**src/rtl/acc_hz_pkg.sv**
```systemverilog
package acc_hz_pkg;

  typedef enum logic [1:0] {
    CLS_OTHER = 2'b00,
    CLS_MAC   = 2'b01,
    CLS_LDACC = 2'b10,
    CLS_STACC = 2'b11
  } acc_cls_e;

  function automatic logic writes_acc(input acc_cls_e c);
    return (c == CLS_MAC) || (c == CLS_LDACC);
  endfunction

  function automatic logic reads_acc(input acc_cls_e c);
    return (c == CLS_STACC);
  endfunction

endpackage

```
**src/rtl/acc_hz_match.sv**
```systemverilog
module acc_hz_match
  import acc_hz_pkg::*;
#(
  parameter int unsigned NUM_ACC = 4,
  localparam int unsigned IDX_W  = (NUM_ACC > 1) ? $clog2(NUM_ACC) : 1
) (
  input  logic             prod_valid,
  input  acc_cls_e         prod_cls,
  input  logic [IDX_W-1:0] prod_dst,
  input  logic             cons_valid,
  input  acc_cls_e         cons_cls,
  input  logic [IDX_W-1:0] cons_src,
  output logic             hazard
);

  logic               prod_wr;
  logic               cons_rd;
  logic [NUM_ACC-1:0] wr_hot;
  logic [NUM_ACC-1:0] rd_hot;

  assign prod_wr = prod_valid && writes_acc(prod_cls);
  assign cons_rd = cons_valid && reads_acc(cons_cls);

  // One-hot decode per accumulator; a hazard is an overlap of writer and reader
  for (genvar i = 0; i < NUM_ACC; i++) begin : g_acc
    assign wr_hot[i] = prod_wr && (prod_dst == IDX_W'(i));
    assign rd_hot[i] = cons_rd && (cons_src == IDX_W'(i));
  end

  assign hazard = |(wr_hot & rd_hot);

endmodule

```
**src/rtl/acc_hz_timer.sv**
```systemverilog
module acc_hz_timer #(
  parameter int unsigned STALL_CYCLES = 2,
  localparam int unsigned RW = (STALL_CYCLES > 1) ? $clog2(STALL_CYCLES) : 1,
  localparam int unsigned LW = $clog2(STALL_CYCLES + 1) + 1
) (
  input  logic clk,
  input  logic rst,
  input  logic start,
  output logic busy
);

  logic          busy_q;
  logic [RW-1:0] remain_q;
  logic [LW-1:0] len_q;

  always_ff @(posedge clk) begin
    if (rst) begin
      busy_q   <= 1'b0;
      remain_q <= '0;
    end else if (start && !busy_q) begin
      busy_q   <= 1'b1;
      remain_q <= RW'(STALL_CYCLES - 1);
    end else if (busy_q) begin
      if (remain_q == '0) busy_q <= 1'b0;
      else                remain_q <= remain_q - 1'b1;
    end
  end

  // Run-length counter used only to check the stall window width
  always_ff @(posedge clk) begin
    if (rst)         len_q <= '0;
    else if (busy_q) len_q <= len_q + 1'b1;
    else             len_q <= '0;
  end

  assign busy = busy_q;

  // a stall window never exceeds the configured length
  a_r2_window_bound: assert property (@(posedge clk) disable iff (rst)
    busy_q |-> (len_q < LW'(STALL_CYCLES)));

  // a stall window that ends has lasted exactly the configured length
  a_r2_window_exact: assert property (@(posedge clk) disable iff (rst)
    $fell(busy_q) |-> (len_q == LW'(STALL_CYCLES)));

endmodule

```
**src/rtl/acc_hz_slot.sv**
```systemverilog
module acc_hz_slot
  import acc_hz_pkg::*;
#(
  parameter int unsigned IDX_W = 2
) (
  input  logic             clk,
  input  logic             rst,
  input  logic             load,
  input  logic             clear,
  input  logic             d_valid,
  input  acc_cls_e         d_cls,
  input  logic [IDX_W-1:0] d_src,
  input  logic [IDX_W-1:0] d_dst,
  output logic             q_valid,
  output acc_cls_e         q_cls,
  output logic [IDX_W-1:0] q_src,
  output logic [IDX_W-1:0] q_dst
);

  always_ff @(posedge clk) begin
    if (rst) begin
      q_valid <= 1'b0;
      q_cls   <= CLS_OTHER;
      q_src   <= '0;
      q_dst   <= '0;
    end else if (load) begin
      q_valid <= d_valid;
      q_cls   <= d_cls;
      q_src   <= d_src;
      q_dst   <= d_dst;
    end else if (clear) begin
      q_valid <= 1'b0;
    end
  end

endmodule

```
**src/rtl/acc_hazard_stall.sv**
```systemverilog
module acc_hazard_stall
  import acc_hz_pkg::*;
#(
  parameter int unsigned NUM_ACC      = 4,
  parameter int unsigned STALL_CYCLES = 2,
  localparam int unsigned IDX_W       = (NUM_ACC > 1) ? $clog2(NUM_ACC) : 1
) (
  input  logic             clk,
  input  logic             rst,
  input  logic             iss_valid,
  input  logic [1:0]       iss_cls,
  input  logic [IDX_W-1:0] iss_src,
  input  logic [IDX_W-1:0] iss_dst,
  output logic             iss_hold,
  output logic             stall,
  output logic             exe_valid,
  output logic [1:0]       exe_cls,
  output logic [IDX_W-1:0] exe_src,
  output logic [IDX_W-1:0] exe_dst
);

  acc_cls_e         iss_cls_e;
  logic             stall_w;
  logic             accept;
  logic             hazard;

  logic             stg_valid;
  acc_cls_e         stg_cls;
  logic [IDX_W-1:0] stg_src;
  logic [IDX_W-1:0] stg_dst;
  acc_cls_e         exe_cls_e;

  assign iss_cls_e = acc_cls_e'(iss_cls);
  assign accept    = !stall_w;

  // Operand stage: takes the offered instruction unless stalled
  acc_hz_slot #(.IDX_W(IDX_W)) u_stage (
    .clk     (clk),
    .rst     (rst),
    .load    (accept),
    .clear   (1'b0),
    .d_valid (iss_valid),
    .d_cls   (iss_cls_e),
    .d_src   (iss_src),
    .d_dst   (iss_dst),
    .q_valid (stg_valid),
    .q_cls   (stg_cls),
    .q_src   (stg_src),
    .q_dst   (stg_dst)
  );

  // Execute slot: receives the older instruction, or a bubble while stalled
  acc_hz_slot #(.IDX_W(IDX_W)) u_exec (
    .clk     (clk),
    .rst     (rst),
    .load    (accept),
    .clear   (stall_w),
    .d_valid (stg_valid),
    .d_cls   (stg_cls),
    .d_src   (stg_src),
    .d_dst   (stg_dst),
    .q_valid (exe_valid),
    .q_cls   (exe_cls_e),
    .q_src   (exe_src),
    .q_dst   (exe_dst)
  );

  // Producer is the instruction being displaced from the operand stage
  acc_hz_match #(.NUM_ACC(NUM_ACC)) u_match (
    .prod_valid (stg_valid),
    .prod_cls   (stg_cls),
    .prod_dst   (stg_dst),
    .cons_valid (iss_valid),
    .cons_cls   (iss_cls_e),
    .cons_src   (iss_src),
    .hazard     (hazard)
  );

  acc_hz_timer #(.STALL_CYCLES(STALL_CYCLES)) u_timer (
    .clk   (clk),
    .rst   (rst),
    .start (accept && hazard),
    .busy  (stall_w)
  );

  assign stall    = stall_w;
  assign iss_hold = stall_w;
  assign exe_cls  = exe_cls_e;

  // a stall only begins after a matching producer/store pair was accepted
  a_r1_cause: assert property (@(posedge clk) disable iff (rst)
    $rose(stall_w) |-> $past(iss_valid && (iss_cls == 2'b11) && stg_valid &&
                             ((stg_cls == CLS_MAC) || (stg_cls == CLS_LDACC)) &&
                             (stg_dst == iss_src)));

  // the younger instruction does not move while stalled
  a_r7_stage_held: assert property (@(posedge clk) disable iff (rst)
    stall_w |=> ($stable(stg_valid) && $stable(stg_cls) &&
                 $stable(stg_src) && $stable(stg_dst)));

  // the execute slot receives bubbles while stalled
  a_r7_exec_bubble: assert property (@(posedge clk) disable iff (rst)
    stall_w |=> !exe_valid);

endmodule

```
**config.mk**
```make
export PLATFORM = sky130hd
export DESIGN_NAME = acc_hazard_stall
export DESIGN_NICKNAME = d
export VERILOG_FILES = /design/src/rtl/acc_hz_pkg.sv /design/src/rtl/acc_hz_match.sv /design/src/rtl/acc_hz_timer.sv /design/src/rtl/acc_hz_slot.sv /design/src/rtl/acc_hazard_stall.sv
export SDC_FILE = /design/constraint.sdc
export NUM_CORES = 1
export LEC_CHECK = 0
export BUFFER_PORTS_ARGS = -buffer_cell sky130_fd_sc_hd__buf_2
export CAP_MARGIN = 20
export CORE_MARGIN = 5
export CORE_UTILIZATION = 43
export DETAILED_ROUTE_END_ITERATION = 10
export PLACE_DENSITY = 0.71
export SKIP_CTS_REPAIR_TIMING = 1
export SYNTH_ARGS = -nofsm -noshare
export SYNTH_HDL_FRONTEND = slang
export SYNTH_HIERARCHICAL = 1
export SYNTH_SLANG_ARGS = --single-unit
```
**constraint.sdc**
```tcl
create_clock -name clk -period 1.25 [get_ports clk]
set_clock_uncertainty 0.2 [all_clocks]
set_input_delay 0.125 -clock clk [delete_from_list [all_inputs] [get_ports clk]]
set_output_delay 0.125 -clock clk [all_outputs]
set_load 0.1 [all_outputs]
```
==> out/results.ini <==
[power_and_ir_drop]
pwr-share-seq_pct=54.1
irDropWorstVdd_mv=0.810
power_frac_comb_pct=19.3
power_density_nw_per_um2=943
power.switching_mw=0.272
swShare_pct=26.7
p_int_mw=0.745
clockPowerShare_pct=26.5
leakage_nw=0.532

[setup_path]
cp-start-kind=flop
timing.rr.end=u_timer/remain_q$_SDFFE_PP0P_
worstSetupEndpointType=flop
cp.arrival_ps=1390
cp.required_ps=1250
crit_type=reg2reg
r2r_setup_slack_ps=-130
rr_worst_depth=5
worst-path-max-fanout=2
r2r_start=u_stage/q_cls[1]$_SDFFE_PP0P_

[synthesis]
synth_warnings=6
synthCells=61
synth_cell_types=16
syn-cell-area_um2=632
syn_nets=70
syn_area_per_cell_um2=10.4
synth-seq-area-share_pct=50.7
synth_seq_cells=16

[finish]
final_cells=112
antennaDiodeCount=0
fin_nets=107
num-fill-cells=89
area_growth_pct=70.5
final_area_um2=1080
drive_above_1_share_pct=47.4

[place]
port_buffers=17
placedCellCount=97
post_dp_cell_area_um2=918
place.gp.congestion=0.661
dp_hpwl_um=907

[drt]
dr.pass1.iters=4
avgViaCountPerCell=4.85
wl_per_cell_um=11.8
drt_iter0_markers=4
drc=0
vias=543
antenna_left=0
routed_wl_um=1320

[floorplan]
die_w_um=48.3
initial_utilization_pct=46.8
dieArea_um2=2340
rows=13
die_height_um=48.3
core_area_um2=1350
ios=18

[cts]
cts_sinks=16
clockBufferDepth=2
cts-root-buf=clkbuf_4
cts_buffers=3
tritoncts=done
h-tree-depth=1
clock_latency_ps=270
clk_pin_slew_ps=90

[timing]
finalSetupTns_ps=-354
fmax_mhz=723
rsz0062_at_grt=yes
drv_slew=0
final_hold_viol_count=0
fin_ws_ps=-133
fin_crit_ps=1380
finalCritPeriodShare_pct=111
setup_violations=5

[grt]
grt_pass1_vias=505
grt_max_degree=17
grt_pass1_wl_um=2180
antenna_found_initial=0
grt_use_total_pct=11.4
grt.overflow.total=0

[min_path]
hp-start=iss_cls[1]
worstHoldPathCells=6
worstHoldPathType=in2reg
min_delay_worst_endpoint=u_timer/remain_q$_SDFFE_PP0P_

[job]
cap_violations=0

[run_status]
violations=setup timing
status=complete, but fails checks

[layout by cell type (no fill, tap or decap), types with 2 or more instances in the layout]
cell type / n
buf_4: 7
xor2_1: 2
nor2_1: 14
buf_2: 8
dfxtp_2: 10
a21oi_1: 2
dfxtp_1: 5
clkbuf_4: 3
buf_12: 10
dlygate4sd3_1: 8
nand2_1: 2
buf_6: 2
or3b_1: 2
mux2i_1: 12
[synthesized netlist by cell type]
| cell | count | area, um2 |
|---|---|---|
| buf_6 | 2 | 22.5 |
| xnor2_1 | 1 | 8.76 |
| nor4_2 | 1 | 12.5 |
| nand2_1 | 2 | 7.51 |
| conb_1 | 1 | 3.75 |
| nand4_1 | 1 | 6.26 |
| dfxtp_1 | 16 | 320 |
| inv_1 | 1 | 3.75 |
| nor2_1 | 14 | 52.6 |
| nor3_1 | 1 | 5.00 |
| nor2b_1 | 1 | 6.26 |
| mux2i_1 | 13 | 130 |
| buf_4 | 1 | 7.51 |
| a21oi_1 | 2 | 10.0 |
| or3b_1 | 2 | 17.5 |
| xor2_1 | 2 | 17.5 |
[kinds of logic (layout without fill, tap and decap cells)]
group                  count (synthesis)  count (layout)  share of synthesized area [%]
AND/OR/NAND/NOR                       22              22                           17.0
flip-flops                            16              16                           50.7
multiplexers                          13              13                           20.6
buffers and inverters                  4              40                           5.35
XOR/XNOR                               3               3                           4.16
AO/OA/AOI/OAI                          2               2                           1.58
other                                  1               1                          0.593
[through the flow]
step | power, mW | setup WS (ps) | hold WS (ps) | util (%)
floorplan | 0.652 | -235 | -13.3 | -
global placement | 0.728 | -57.0 | 159 | 68.0
detailed placement | 0.731 | -101 | 166 | 68.0
CTS | 1.01 | -134 | -125 | 70.0
global route | 1.08 | -217 | 216 | 79.8
finish | 1.02 | -133 | 227 | 79.8
[layer usage]
layer  vias up  global-route usage, %  part of all wire, %
met5         -                      0                    0
met1       252                   12.8                   43
li1        277                      -                    -
met4         0                   2.76                    0
met2        14                   19.3                   51
met3         0                   4.89                  6.4
[worst max-delay path by stage]
stage	startpoint	end	cells past startpoint	slack, ps
6_report	u_stage/q_cls[1]$_SDFFE_PP0P_	u_timer/remain_q$_SDFFE_PP0P_	5	-130
5_1_grt	u_stage/q_cls[0]$_SDFFE_PP0P_	u_timer/remain_q$_SDFFE_PP0P_	5	-220
4_1_cts	u_stage/q_valid$_SDFFE_PP0P_	u_timer/busy$_SDFF_PP0_	5	-130
3_5_place_dp	u_stage/q_valid$_SDFFE_PP0P_	u_timer/busy$_SDFF_PP0_	5	-100
3_3_place_gp	u_stage/q_valid$_SDFFE_PP0P_	u_timer/remain_q$_SDFFE_PP0P_	5	-60
2_1_floorplan	u_timer/busy$_SDFF_PP0_	u_exec/q_valid$_SDFFE_PP0P_	4	-240
[sequential cells by signal, summed over array words and instances (netlist names)]
name / flops
u_stage/q_dst: 2
u_exec/q_src: 2
u_exec/q_cls: 2
u_exec/q_valid: 1
u_stage/q_cls: 2
u_timer/busy: 1
u_stage/q_valid: 1
u_timer/remain_q: 1
u_stage/q_src: 2
u_exec/q_dst: 2
[critical path: stages (launching register included)]
cell     delay [ps]
dfxtp_2         350
xnor2_2         140
nor4_2          260
nor2b_2         200
nor2_1           50
nor3_1          120
[power groups by stage]
stage	clock network, mW	registers, mW	logic (mW)
after detailed placement	0	0.561	0.171
after global placement	0	0.559	0.169
after floorplan	0	0.620	0.0324
final	0.270	0.550	0.196
after CTS	0.285	0.549	0.171
after global routing	0.321	0.554	0.208
[final cells by class]
class	instances	area, um2	area share (%)
Multi-Input combinational cell	41	292	27.1
Tap cell	15	18.8	1.74
Timing Repair Buffer	35	395	36.7
Sequential cell	16	337	31.2
Inverter	1	8.76	0.813
Clock buffer	4	26.3	2.44
(Power assumes the default switching activity.)
